$ cat src/rtl/usb_pwr_pkg.sv
package usb_pwr_pkg;

   typedef enum logic [1:0] {
      PS_NORMAL = 2'd0,
      PS_LOWPWR = 2'd1,
      PS_WAKING = 2'd2,
      PS_SLEEP  = 2'd3
   } pwr_state_e;

   localparam logic [5:0] FCTL_ADDR  = 6'h04;
   localparam int         SUSP_BIT   = 6;
   localparam logic [7:0] FCTL_RESET = 8'h41;

   function automatic logic [7:0] id_byte(input logic [1:0] idx);
      case (idx)
         2'd0:    id_byte = 8'hB4;
         2'd1:    id_byte = 8'h04;
         2'd2:    id_byte = 8'h03;
         default: id_byte = 8'h68;
      endcase
   endfunction

endpackage

$ cat src/rtl/usb_pwr_sync.sv
module usb_pwr_sync #(
   parameter int         WIDTH   = 1,
   parameter logic [WIDTH-1:0] RST_VAL = '0
) (
   input  logic             clk,
   input  logic             por_n,
   input  logic [WIDTH-1:0] async_i,
   output logic [WIDTH-1:0] sync_o
);
   generate
      if (WIDTH < 1) begin : g_bad_width
         $error("usb_pwr_sync: WIDTH must be at least 1");
      end
      for (genvar b = 0; b < WIDTH; b++) begin : g_bit
         logic meta_q, stab_q;
         always_ff @(posedge clk or negedge por_n) begin
            if (!por_n) begin
               meta_q <= RST_VAL[b];
               stab_q <= RST_VAL[b];
            end else begin
               meta_q <= async_i[b];
               stab_q <= meta_q;
            end
         end
         assign sync_o[b] = stab_q;
      end
   endgenerate
endmodule

$ cat src/rtl/usb_pwr_cnt.sv
module usb_pwr_cnt #(
   parameter int LIMIT = 5,
   localparam int CW   = $clog2(LIMIT + 1)
) (
   input  logic          clk,
   input  logic          por_n,
   input  logic          clr_i,
   output logic [CW-1:0] cnt_o,
   output logic          done_o
);
   localparam logic [CW-1:0] LIM = CW'(LIMIT);

   generate
      if (LIMIT < 1) begin : g_bad_limit
         $error("usb_pwr_cnt: LIMIT must be at least 1");
      end
   endgenerate

   logic [CW-1:0] cnt_q;

   always_ff @(posedge clk or negedge por_n) begin
      if (!por_n)            cnt_q <= '0;
      else if (clr_i)        cnt_q <= '0;
      else if (cnt_q != LIM) cnt_q <= cnt_q + 1'b1;
   end

   assign cnt_o  = cnt_q;
   assign done_o = (cnt_q == LIM);

   AST_CNT_SATURATES: assert property (@(posedge clk) disable iff (!por_n)
      (!clr_i && cnt_q == LIM) |=> (cnt_q == LIM));
endmodule

$ cat src/rtl/usb_pwr_regs.sv
module usb_pwr_regs
   import usb_pwr_pkg::*;
#(
   parameter int AW = 6,
   parameter int DW = 8
) (
   input  logic          clk,
   input  logic          por_n,
   input  logic          wr_en_i,
   input  logic [AW-1:0] wr_addr_i,
   input  logic [DW-1:0] wr_data_i,
   input  logic          wake_done_i,
   input  logic          sleep_exit_i,
   input  logic [AW-1:0] rd_addr_i,
   output logic [DW-1:0] rd_data_o,
   output logic          suspend_m_o
);
   localparam logic [AW-1:0] FC_A   = AW'(FCTL_ADDR);
   localparam logic [AW-1:0] ID_TOP = AW'(4);

   generate
      if (DW != 8) begin : g_bad_dw
         $error("usb_pwr_regs: DW must be 8");
      end
      if (AW < 3) begin : g_bad_aw
         $error("usb_pwr_regs: AW must be at least 3");
      end
   endgenerate

   logic [DW-1:0] fctl_q;

   always_ff @(posedge clk or negedge por_n) begin
      if (!por_n) begin
         fctl_q <= FCTL_RESET;
      end else if (sleep_exit_i) begin
         fctl_q <= FCTL_RESET;
      end else if (wake_done_i) begin
         fctl_q[SUSP_BIT] <= 1'b1;
      end else if (wr_en_i && wr_addr_i == FC_A) begin
         fctl_q <= wr_data_i;
      end
   end

   always_comb begin
      if (rd_addr_i < ID_TOP)      rd_data_o = id_byte(rd_addr_i[1:0]);
      else if (rd_addr_i == FC_A)  rd_data_o = fctl_q;
      else                         rd_data_o = '0;
   end

   assign suspend_m_o = fctl_q[SUSP_BIT];

   AST_EXIT_DEFAULT: assert property (@(posedge clk) disable iff (!por_n)
      sleep_exit_i |=> (fctl_q == FCTL_RESET));
endmodule

$ cat src/rtl/usb_pwr_ctl.sv
module usb_pwr_ctl
   import usb_pwr_pkg::*;
#(
   parameter int T_STATE  = 16,
   parameter int GATE_MIN = 5,
   parameter int WAKE_CYC = 8,
   parameter int AW       = 6,
   parameter int DW       = 8
) (
   input  logic          clk,
   input  logic          por_n,
   input  logic          wr_req_i,
   input  logic [AW-1:0] wr_addr_i,
   input  logic [DW-1:0] wr_data_i,
   output logic          wr_ack_o,
   input  logic [AW-1:0] rd_addr_i,
   output logic [DW-1:0] rd_data_o,
   input  logic          stp_i,
   input  logic          pin_reset_n_i,
   input  logic          pin_cs_n_i,
   output logic          dir_o,
   output logic          clk_en_o,
   output logic          bus_oe_o,
   output logic          core_pd_o,
   output logic          fsrx_pd_o
);
   localparam int HCW = $clog2(T_STATE + 1);
   localparam int GCW = $clog2(GATE_MIN + 1);
   localparam int WCW = $clog2(WAKE_CYC + 1);
   localparam logic [AW-1:0] FC_A = AW'(FCTL_ADDR);

   generate
      if (GATE_MIN < 5) begin : g_bad_gate
         $error("usb_pwr_ctl: GATE_MIN below the five-cycle minimum");
      end
   endgenerate

   // stp, reset pin, chip select
   logic [2:0] pins_s;
   logic       stp_s, rst_s, cs_s;

   usb_pwr_sync #(.WIDTH(3), .RST_VAL(3'b110)) u_sync (
      .clk     (clk),
      .por_n   (por_n),
      .async_i ({pin_reset_n_i, pin_cs_n_i, stp_i}),
      .sync_o  (pins_s)
   );
   assign {rst_s, cs_s, stp_s} = pins_s;

   pwr_state_e st_q, st_d;
   logic       qual, sleep_go, gate_done, wake_done, hold_done;
   logic       wr_en, wake_exit, sleep_exit, suspend_m;
   logic [HCW-1:0] hold_cnt;
   logic [GCW-1:0] gate_cnt;
   logic [WCW-1:0] wake_cnt;

   assign qual = !rst_s && !cs_s;

   usb_pwr_cnt #(.LIMIT(T_STATE)) u_hold (
      .clk(clk), .por_n(por_n), .clr_i(!(st_q == PS_NORMAL && qual)),
      .cnt_o(hold_cnt), .done_o(hold_done));

   usb_pwr_cnt #(.LIMIT(GATE_MIN)) u_gate (
      .clk(clk), .por_n(por_n), .clr_i(st_q != PS_LOWPWR),
      .cnt_o(gate_cnt), .done_o(gate_done));

   usb_pwr_cnt #(.LIMIT(WAKE_CYC)) u_wake (
      .clk(clk), .por_n(por_n), .clr_i(st_q != PS_WAKING),
      .cnt_o(wake_cnt), .done_o(wake_done));

   assign sleep_go   = (st_q == PS_NORMAL) && qual && hold_done;
   assign wr_ack_o   = wr_req_i && (st_q == PS_NORMAL) && !sleep_go;
   assign wr_en      = wr_ack_o;
   assign wake_exit  = (st_q == PS_WAKING) && wake_done;
   assign sleep_exit = (st_q == PS_SLEEP) && rst_s;

   always_comb begin
      st_d = st_q;
      case (st_q)
         PS_NORMAL: begin
            if (sleep_go)
               st_d = PS_SLEEP;
            else if (wr_en && wr_addr_i == FC_A && !wr_data_i[SUSP_BIT])
               st_d = PS_LOWPWR;
         end
         PS_LOWPWR: if (stp_s && gate_done) st_d = PS_WAKING;
         PS_WAKING: if (wake_done)          st_d = PS_NORMAL;
         default:   if (rst_s)              st_d = PS_NORMAL;
      endcase
   end

   always_ff @(posedge clk or negedge por_n) begin
      if (!por_n) st_q <= PS_NORMAL;
      else        st_q <= st_d;
   end

   usb_pwr_regs #(.AW(AW), .DW(DW)) u_regs (
      .clk(clk), .por_n(por_n), .wr_en_i(wr_en), .wr_addr_i(wr_addr_i),
      .wr_data_i(wr_data_i), .wake_done_i(wake_exit), .sleep_exit_i(sleep_exit),
      .rd_addr_i(rd_addr_i), .rd_data_o(rd_data_o), .suspend_m_o(suspend_m));

   always_comb begin
      dir_o     = (st_q == PS_LOWPWR) || (st_q == PS_WAKING);
      clk_en_o  = (st_q == PS_NORMAL) || (st_q == PS_WAKING);
      bus_oe_o  = (st_q != PS_SLEEP);
      core_pd_o = (st_q == PS_LOWPWR) || (st_q == PS_SLEEP);
      fsrx_pd_o = (st_q == PS_SLEEP);
   end

   AST_LP_ENTRY: assert property (@(posedge clk) disable iff (!por_n)
      (wr_ack_o && wr_addr_i == FC_A && !wr_data_i[SUSP_BIT]) |=> (st_q == PS_LOWPWR));
   AST_GATE_MIN: assert property (@(posedge clk) disable iff (!por_n)
      (st_q == PS_LOWPWR && !gate_done) |=> !clk_en_o);
   AST_STP_NEEDED: assert property (@(posedge clk) disable iff (!por_n)
      (st_q == PS_LOWPWR && !stp_s) |=> dir_o && core_pd_o);
   AST_WAKE_SETS_SUSP: assert property (@(posedge clk) disable iff (!por_n)
      (st_q == PS_WAKING) |=> (st_q == PS_WAKING || suspend_m));
   AST_SLEEP_FROM_NORMAL: assert property (@(posedge clk) disable iff (!por_n)
      (st_q == PS_LOWPWR || st_q == PS_WAKING) |=> bus_oe_o);
   AST_HOLD_RESTART: assert property (@(posedge clk) disable iff (!por_n)
      (st_q == PS_NORMAL && (rst_s || cs_s)) |=> bus_oe_o);
endmodule

$ cat config.mk
export PLATFORM = sky130hd
export DESIGN_NAME = usb_pwr_ctl
export DESIGN_NICKNAME = d
export VERILOG_FILES = /design/src/rtl/usb_pwr_pkg.sv /design/src/rtl/usb_pwr_sync.sv /design/src/rtl/usb_pwr_cnt.sv /design/src/rtl/usb_pwr_regs.sv /design/src/rtl/usb_pwr_ctl.sv
export SDC_FILE = /design/constraint.sdc
export NUM_CORES = 1
export LEC_CHECK = 0
export BUFFER_PORTS_ARGS = -buffer_cell sky130_fd_sc_hd__clkbuf_2
export CAP_MARGIN = 20
export CORE_AREA = 2 2 65 79
export DETAILED_ROUTE_END_ITERATION = 7
export DIE_AREA = 0 0 67 81
export GPL_ROUTABILITY_DRIVEN = 0
export GPL_TIMING_DRIVEN = 0
export PLACE_DENSITY = 0.54
export SLEW_MARGIN = 20
export SYNTH_ARGS = -nofsm -noshare
export SYNTH_HDL_FRONTEND = slang
export SYNTH_SLANG_ARGS = --single-unit
$ cat constraint.sdc
create_clock -name clk -period 3 [get_ports clk]
set_input_delay 0.45 -clock clk [delete_from_list [all_inputs] [get_ports clk]]
set_output_delay 0.45 -clock clk [all_outputs]
set_load 0.02 [all_outputs]
# Yosys cells after proc, flatten, opt, wreduce, memory -nomap -nowiden
# Cells that the tools add are included.
# W data, S select, Z words.
classes:
  addsub: 3
  n_lt_le_gt_ge: 1
  eq_ne: 21
  mux: 20
  n_reduce_logical: 26
op_table:
  columns: ["operator", "n"]
  rows:
  - ["$mux W8", 4]
  - ["$pmux W8 S3", 1]
  - ["$eq A6 B3 Y1 const B", 2]
  - ["$logic_and A1 B1 Y1", 10]
  - ["$mux W2", 5]
  - ["$mux W5", 2]
  - ["$ne A2 B2 Y1 const B", 5]
  - ["$mux W4", 2]
  - ["$eq A2 B2 Y1 const B", 3]
  - ["$lt A6 B3 Y1 const B", 1]
  - ["$mux W3", 2]
  - ["$mux W6", 1]
  - ["$pmux W2 S3", 1]
  - ["$reduce_bool A2 Y1", 3]
  - ["$add A5 B1 Y5 const B", 1]
  - ["$eq A5 B5 Y1 const B", 1]
  - ["$ne A5 B5 Y1 const B", 1]
  - ["$add A4 B1 Y4 const B", 1]
  - ["$eq A2 B1 Y1 const B", 2]
  - ["$eq A4 B4 Y1 const B", 1]
  - ["$logic_not A1 Y1", 4]
  - ["$logic_not A2 Y1", 2]
  - ["$ne A2 B1 Y1 const B", 2]
  - ["$ne A4 B4 Y1 const B", 1]
  - ["other kinds (10)", 13]
totals:
  reg_bits: 28
  input_bits: 26
  output_inout_bits: 14
  elab_cells: 83

# Logic depth before layout (Yosys ltp)
# Gate-level depths: netlist of run 1.
depth:
  ltp_word: 11
  ltp_mapped: 7
  mapped_depth_nobuf: 6

# By module
# Synthesis of run 1 repeated with hierarchy kept, for this count alone.
unflattened:
  hier_cells: 156
  area_unflattened_um2: 1680.4
by_module_without_submodules:
  columns: ["mod", "instances", "cells_each", "area_each_um2", "seq_area_each_um2"]
  rows:
  - ["usb_pwr_regs", 1, 57, 589.3, 202.7]
  - ["usb_pwr_cnt at u_hold", 1, 26, 289.0, 125.1]
  - ["usb_pwr_ctl", 1, 29, 241.5, 50.0]
  - ["usb_pwr_cnt at u_wake", 1, 20, 219.0, 100.1]
  - ["usb_pwr_sync", 1, 9, 177.7, 155.1]
  - ["usb_pwr_cnt at u_gate", 1, 15, 163.9, 75.1]

# Worst setup path before layout of run 1
# No wires, ideal clock.
synth_path:
  path_kind: "input port to output port"
  from: "in rd_addr_i[5]"
  to: "out rd_data_o[2]"
  t_arrival_ns: 1.828
  required_ns: 2.550
  slack_ns: 0.722
  stages: 3
  path_buffers: 0
  cell_sequence: "nor4_1 inv_1 o31ai_1"
synth_between:
  elab_chain_len: 3
  elab_cells_between_ends: 4
  classes_between: "order compare (1); eq/ne (1); mux (2)"
synth_lines:
  columns: ["item", "line", "rtl"]
  rows:
  - ["from (decl)", "usb_pwr_ctl.sv:16", "input logic [AW-1:0] rd_addr_i,"]
  - ["parallel branches: the longest is 2 deep, another holds $lt A6 B3 Y1", null, null]
  - ["$mux W8 (*)", "usb_pwr_regs.sv:45", "if (rd_addr_i < ID_TOP) rd_data_o = id_byte(rd_addr_i[1:0]);"]
  - ["to (decl)", "usb_pwr_ctl.sv:17", "output logic [DW-1:0] rd_data_o,"]
# Every way passes the cells marked *.

# Worst setup path after layout of run 1
# Ends and elaborated chain as after synthesis.

==> qor.csv, run 1 <==
metric,value,unit
status,"complete, no violations",
CTS tree,built,
Comb power frac,41.0,%
"Cell Area, Synth",1590,sq um
root buffer cell,clkbuf_8,
port buffer count,39,
First DRT Iteration DRCs,110,
RSZ-0062 raised after global routing,no,
Max stage delay on crit path,0.87,ns
row count,28,
"Min Clock Period, post-route",2.49,ns
mux cell area share after synthesis,1.26,%
XOR/XNOR Fraction of Synth Area,3.30,%
met3 usage,2.08,%
PnR worst setup slack,0.507,ns
clk slew on worst S/H paths,0.10,ns
layout cell share with drive strength beyond 1,29.8,%
top-area cell type share of the netlist area,34.6,%
Crit Path Category,in -> out,
area grow syn2layout,20.8,%
Starting Density,33.4,%
"area leader, netlist",dfrtp_1,
Core Footprint,4760,sq um
"Data required, critical path",2.55,ns
Pwr Total,1190,uW
Setup-failing EPs final,0,
"Distinct cells, synth",40,
Mapped Avg Cell Area,10.3,sq um
number of flops mapped to enable cells by yosys,0,
final HPWL from detailed placement,2430,microns
met2 GRT Util,20.6,%
DRC viols,0,
ranking of synthesized cells by area,"dfrtp_1, ha_1, dfstp_2",
share of flip-flops with an asynchronous set or reset,100,%
Tot GR Track Use,12.3,%
CP max stage cell,nor4_1,
worst slew pin tran,1.02,ns
via count,1254,
Post-CTS Resized,0,
CP Max Fanout,7,
Max Slew Vio Count,0,
Total Routed Length,3190,microns
CTS H-tree depth,1,
met1 Resource Use GR,16.5,%
vias in the first global route,1167,
postcts setup bufs,0,
final hold violations,0,
Worst EP arrival,2.04,ns
Cell Pwr Density,621,nW/um^2
Die X-Extent,67,microns
Post-Synth Adder-Cell Area,11.0,%
I/O pin count,40,
area fraction in compound gates after synthesis,14.4,%
clock share of power,19.4,%
largest family of logic cells by synthesized area,simple AND/OR/NAND/NOR gates,
Skew-Pair Late Insertion Delay,0.27,ns
post-DR vias/cell,4.86,
Relative slew margins,31.7,%
sw power,445,uW
Detailed Routing Iterations Pass 1,4,
WL per Instance,12.4,microns
crit end category,output port,
Setup TNS Final,0,ns
switching share of power,37.3,%
clk_skew,0.00670,ns
Max Cap Viol,0,
crit path buf inv count,3,
Max Clock Freq,401,MHz
fin nets,239,
Worst Hold Class,in -> async,
final hold slack,0.210,ns
die footprint,5430,sq um
CP most frequent cell,clkbuf_2,
"CP delay by family, top",simple AND/OR/NAND/NOR gates,
"Most Used Layer, Global Route",met2,
antenna violations before repair,0,
"commonest non-fill, non-tap cell in the layout",clkbuf_2,
sequential share of power,39.6,%
Syn Inst Count,155,
Place WS,0.292,ns
"Hold-fix buffers, CTS",0,
top_reg_cell synth,dfrtp_1,
post-synthesis simple-gate area fraction,21.5,%
pin count of the biggest net entering global routing,29,
first-pass GRT wire length,5220,microns
Fill cells,518,
die height,81,microns
CTS Buf Count,3,
sequential share of the synthesized area,44.5,%
Post-DRT Antenna Nets,0,
startpoint type of the worst setup path,primary input,
"commonest non-fill, non-tap cells in the layout","clkbuf_2, dfrtp_1, ha_1, nand3_1, inv_1",
internal power,749,uW
worst IR drop on VDD,0.307,mV
Synthesized Nets,195,
worst path cell trace,clkbuf_2 > nor4_1 > inv_1 > o31ai_1 > clkbuf_2,
fin crit share,83.1,%
Pleak,0.000885,uW
ANT cells,0,
clk buf depth,2,
Yosys warnings,0,
gr ovfl total,0,
"flops & latches, synth",28,
# clock sinks,28,
-- state kept, by name (all words and copies together), names as in the netlist --
register             flops
st_q                     2
u_sync.g_bit.meta_q      3
u_regs.fctl_q            8
u_hold.cnt_o             5
u_wake.cnt_o             4
u_gate.cnt_o             3
u_sync.g_bit.stab_q      3
-- final timing paths --
check | endpoint | cells after the start | slack (ns) | from
max | rd_data_o[2] | 5 | 0.51 | rd_addr_i[5]
min in group clk | u_sync.g_bit[2].meta_q$_DFF_PN1_ | 1 | 0.25 | pin_reset_n_i
min | st_q[1]$_DFFE_PN0P_ | 1 | 0.21 | por_n
max in group asynchronous | u_regs.fctl_q[2]$_DFFE_PN0P_ | 1 | 2.34 | por_n
max reg2reg | u_regs.fctl_q[2]$_DFFE_PN0P_ | 7 | 1.01 | st_q[0]$_DFFE_PN0P_
min reg2reg | u_sync.g_bit[0].stab_q$_DFF_PN0_ | 0 | 0.36 | u_sync.g_bit[0].meta_q$_DFF_PN0_
-- synth_stat cells (2+ instances only) --
master   count
dfrtp_1     22
ha_1        14
nand3_1     13
inv_1       12
a21oi_1     10
o21ai_0     10
nand2_1      9
a22o_1       6
and2_1       6
dfstp_2      6
nor2_1       5
nor3_1       3
nor4_1       3
xnor2_1      3
xor2_1       3
mux2i_1      2
nand4_1      2
nor3b_1      2
o31ai_1      2
or2_2        2
-- layout make-up --
cell class | instances | area (sq um) | area share [%]
repair buffers | 39 | 195 | 10.1
clock buffers | 4 | 55.1 | 2.86
multi-input cells | 112 | 826 | 42.9
well taps | 60 | 75.1 | 3.90
plain buffers | 3 | 18.8 | 0.976
flip-flops and latches | 28 | 708 | 36.8
inverters | 12 | 45.0 | 2.34
-- worst register-to-register path, delay by kind of cell, from the launching register on --
family | cells | cell delay (ns)
buffers and inverters | 2 | 0.25
AO/OA/AOI/OAI | 3 | 0.54
adder cells (fa/ha/maj) | 1 | 0.31
flip-flops | 1 | 0.41
AND/OR/NAND/NOR | 1 | 0.39
-- logic make-up (layout without fill, tap and decap cells) --
group	Yosys count	after routing
DFF	28	28
xor gates and xnor gates	6	6
and+or+nand+nor	56	56
buffers and inverters	15	58
muxes	2	2
AOI/OAI and AO/OA	34	34
adders and majority gates	14	14
-- per-stage QoR --
step | cells | utilization, % | instance area (sq um)
6_report | 258 | 40.4 | 1920
5_1_grt | 258 | 40.4 | 1920
4_1_cts | 258 | 40.2 | 1920
3_5_place_dp | 254 | 39.1 | 1860
3_3_place_gp | 254 | 39.1 | 1860
2_1_floorplan | 155 | - | 1590
-- layer usage --
layer	routed length, microns	vias up
li1	-	642
met1	1550	573
met2	1440	37
met3	187	2
met4	12	0
met5	0	-
-- power groups by stage --
stage	Clock [uW]	Sequential (uW)	Combinational [uW]
detailed placement	0	480	499
finish	231	473	490
CTS	246	474	499
floorplan	0	471	364
global route	259	483	547
global placement	0	479	497
Power figures use the tool's default switching activity.
==> run 2, diff against run 1 <==
clock period = 2.4 ns   (was 3 ns; I/O delays follow)
==> qor.csv, run 2 (synthesis gave the netlist of run 1 again) <==
metric,value,unit
Worst Hold Class,in -> async,
gr ovfl total,0,
Core Footprint,4760,sq um
Skew-Pair Late Insertion Delay,0.27,ns
die footprint,5430,sq um
First DRT Iteration DRCs,60,
# clock sinks,28,
"Hold-fix buffers, CTS",0,
layout cell share with drive strength beyond 1,31.5,%
clk buf depth,2,
CTS Buf Count,3,
Fill cells,521,
row count,28,
Final Util,41.1,%
Max Cap Viol,0,
Tot GR Track Use,12.4,%
worst slew pin tran,0.764,ns
port buffer count,39,
root buffer cell,clkbuf_8,
"Data required, critical path",2.04,ns
Setup TNS Final,0,ns
final HPWL from detailed placement,2430,microns
fin nets,241,
Reg with most FFs,u_regs.fctl_q,
Worst EP arrival,1.87,ns
Total Routed Length,3250,microns
ANT cells,0,
clk slew on worst S/H paths,0.10,ns
crit end category,output port,
Crit Path Category,reg -> out,
post-DR vias/cell,4.95,
die height,81,microns
I/O pin count,40,
final hold slack,0.120,ns
Relative slew margins,48.6,%
vias in the first global route,1170,
startpoint type of the worst setup path,register,
max reg flops,8,
status,"complete, no violations",
Max Slew Vio Count,0,
Pleak,0.000901,uW
WL per Instance,12.5,microns
via count,1287,
DRC viols,0,
Starting Density,33.4,%
area grow syn2layout,23.0,%
Die X-Extent,67,microns
pin count of the biggest net entering global routing,29,
Setup-failing EPs final,0,
Max Clock Freq,449,MHz
Detailed Routing Iterations Pass 1,4,
worst IR drop on VDD,0.390,mV
final hold violations,0,
"commonest non-fill, non-tap cell in the layout",clkbuf_2,
"commonest non-fill, non-tap cells in the layout","clkbuf_2, dfrtp_1, ha_1, nand3_1, inv_1",
antenna violations before repair,0,
fin crit share,92.8,%
clk_skew,0.00522,ns
Cell Pwr Density,785,nW/um^2
RSZ-0062 raised after global routing,no,
Post-DRT Antenna Nets,0,
"Min Clock Period, post-route",2.23,ns
CP Max Fanout,7,
CTS H-tree depth,1,
first-pass GRT wire length,5260,microns
CTS tree,built,
run 2: per-stage QoR:
step | worst slack [ns] | cells | total power (uW) | instance area, sq um
6_report | 0.173 | 260 | 1540 | 1960
5_1_grt | 0.0429 | 260 | 1650 | 1960
4_1_cts | 0.0724 | 258 | 1540 | 1940
3_5_place_dp | -0.128 | 254 | 1220 | 1860
3_3_place_gp | -0.110 | 254 | 1220 | 1860
2_1_floorplan | 0.302 | 155 | 1040 | 1590
run 2: critical path, cell delays in order, from the launching register on:
cell and delay [ns]:
dfrtp_1 0.41, inv_1 0.11, ha_1 0.32, nor3b_2 0.33
a21boi_4 0.12, and2_1 0.17, clkbuf_2 0.15
run 2: per-layer routing:
layer / track usage [%] / share of wire, %
met5: 0 / 0
met4: 3.06 / 0.37
met3: 2.08 / 6.0
met2: 20.9 / 46
met1: 16.5 / 48
run 2: worst paths after layout:
kind	start	endpoint	slack, ns	cells after the start
setup / recovery	st_q[0]$_DFFE_PN0P_	wr_ack_o	0.17	6
hold / removal	por_n	st_q[1]$_DFFE_PN0P_	0.12	1
setup reg to reg	st_q[0]$_DFFE_PN0P_	u_regs.fctl_q[2]$_DFFE_PN0P_	0.40	7
hold reg to reg	u_sync.g_bit[0].meta_q$_DFF_PN0_	u_sync.g_bit[0].stab_q$_DFF_PN0_	0.36	0
max in group asynchronous	por_n	u_regs.fctl_q[2]$_DFFE_PN0P_	1.83	1
min in group clk	pin_reset_n_i	u_sync.g_bit[2].meta_q$_DFF_PN1_	0.16	1
run 2: final cells by class:
| cell class | count | area, sq um | area share (%) |
|---|---|---|---|
| Inverter | 12 | 45.0 | 2.30 |
| Tap cell | 60 | 75.1 | 3.84 |
| Timing Repair Buffer | 41 | 210 | 10.7 |
| Sequential cell | 28 | 708 | 36.2 |
| Buffer | 3 | 18.8 | 0.959 |
| Multi-Input combinational cell | 112 | 845 | 43.2 |
| Clock buffer | 4 | 55.1 | 2.81 |
run 2: timing repair:
action | in CTS | in global routing
buffers inserted | 0 | 2
pin swaps | 0 | 1
gates resized for setup | 3 | 1
endpoints found under the setup margin | 9 | 2
run 2: where the power goes:
group | switching, uW | internal, uW
registers | 48.4 | 544
clock network | 144 | 147
logic | 374 | 280
total | 566 | 970
==> run 3, diff against run 2 <==
==> constraint.sdc (replaced) <==
create_clock -name clk -period 2.4 [get_ports clk]
set_input_delay 0.36 -clock clk [delete_from_list [all_inputs] [get_ports clk]]
set_output_delay 0.36 -clock clk [all_outputs]
set_load 0.1 [all_outputs]
==> qor.csv, run 3 (synthesis gave the netlist of run 1 again) <==
metric,value,unit
status,"complete, no violations",
via count,1241,
WL per Instance,12.3,microns
gr ovfl total,0,
max reg flops,8,
clk_skew,0.00423,ns
Layout Cells excl Fill,259,
Core Footprint,4760,sq um
vias in the first global route,1153,
DR top layer,met3,
fin nets,240,
Die X-Extent,67,microns
WL met1,1530,microns
CTS Buf Count,3,
Post-DRT Antenna Nets,0,
"commonest non-fill, non-tap cells in the layout","clkbuf_2, dfrtp_1, nand3_1, ha_1, inv_1",
Skew-Pair Late Insertion Delay,0.27,ns
Setup TNS Final,0,ns
Total Routed Length,3180,microns
Area after DPL,1890,sq um
clk buf depth,2,
die height,81,microns
area grow syn2layout,26.0,%
worst IR drop on VDD,0.858,mV
Starting Density,33.4,%
Pleak,0.000910,uW
worst slew pin tran,0.700,ns
WL met3,190,microns
ANT cells,0,
dpl cells,254,
Detailed Routing Iterations Pass 1,4,
Max Clock Freq,445,MHz
pin count of the biggest net entering global routing,29,
first-pass GRT wire length,5170,microns
Relative slew margins,53.4,%
Crit Path Category,reg -> out,
port buffer count,39,
Cell Pwr Density,949,nW/um^2
row count,28,
Max Cap Viol,0,
"Min Clock Period, post-route",2.25,ns
crit end category,output port,
Worst Hold Class,in -> async,
Met2 Routed Length,1450,microns
final HPWL from detailed placement,2440,microns
Tot GR Track Use,12.2,%
CTS H-tree depth,1,
post-DR vias/cell,4.79,
Setup-failing EPs final,0,
Reg with most FFs,u_regs.fctl_q,
layout cell share with drive strength beyond 1,35.7,%
"commonest non-fill, non-tap cell in the layout",clkbuf_2,
Worst EP arrival,1.89,ns
DRC viols,0,
First DRT Iteration DRCs,38,
RSZ-0062 raised after global routing,no,
# clock sinks,28,
cell area after layout,2010,sq um
startpoint type of the worst setup path,register,
die footprint,5430,sq um
fin crit share,93.7,%
CP Max Fanout,5,
final hold violations,0,
"Data required, critical path",2.04,ns
CTS tree,built,
I/O pin count,40,
clk slew on worst S/H paths,0.09,ns
Max Slew Vio Count,0,
antenna violations before repair,0,
root buffer cell,clkbuf_8,
Final Util,42.1,%
==> run 3: changes by cell type in the layout (fill, tap and decap cells not counted), sizes merged <==
cell / change
buf: -1
==> run 3: final timing paths <==
| path | cells after the start | startpoint | slack [ns] | endpoint |
|---|---|---|---|---|
| setup / recovery | 6 | u_hold.cnt_o[0]$_DFFE_PN0P_ | 0.15 | wr_ack_o |
| hold / removal | 1 | por_n | 0.12 | u_sync.g_bit[0].stab_q$_DFF_PN0_ |
| setup reg to reg | 7 | st_q[0]$_DFFE_PN0P_ | 0.46 | u_regs.fctl_q[5]$_DFFE_PN0P_ |
| hold reg to reg | 0 | u_sync.g_bit[1].meta_q$_DFF_PN1_ | 0.36 | u_sync.g_bit[1].stab_q$_DFF_PN1_ |
| max in group asynchronous | 1 | por_n | 1.84 | u_regs.fctl_q[1]$_DFFE_PN0P_ |
| min in group clk | 1 | pin_reset_n_i | 0.16 | u_sync.g_bit[2].meta_q$_DFF_PN1_ |
==> run 3: timing repair <==
item	CTS	global route
gates resized for setup	7	4
hold buffers	0	0
buffers inserted	1	0
setup endpoints to repair	9	2
pin swaps	1	0
==> run 3: layer usage <==
metal,vias to the layer above,global-route usage [%]
li1,640,-
met1,567,16.3
met2,34,20.7
met3,0,2.08
met4,0,2.45
met5,-,0
==> run 3: stage by stage <==
step / setup slack [ns] / power [uW] / hold WS (ns)
global route: 0.0244 / 2040 / 0.138
CTS: 0.0279 / 1930 / 0.138
finish: 0.151 / 1900 / 0.121
global placement: -0.501 / 1590 / 0.331
floorplan: -0.0942 / 1410 / 0.0644
detailed placement: -0.485 / 1590 / 0.347
==> run 3: power by group <==
group | switching (uW) | internal (uW) | total [uW]
sequential | 47.7 | 544 | 591
combinational | 743 | 283 | 1030
clock | 139 | 147 | 285
total | 929 | 974 | 1900
==> run 3: worst max-delay path, cell delays in order (launching register included) <==
cell and delay, ns:
dfrtp_1 0.41, inv_1 0.08, ha_1 0.24, and4bb_1 0.31, a21boi_4 0.20, and2_1 0.15, clkbuf_8 0.24
==> run 3: cell type report <==
type / count / area, sq um
buffer: 3 / 18.8
tap: 60 / 75.1
fill: 473 / 2760
sequential: 28 / 708
timing repair buffer: 40 / 214
multi-input combinational: 112 / 890
inverter: 12 / 45.0
clock buffer: 4 / 55.1
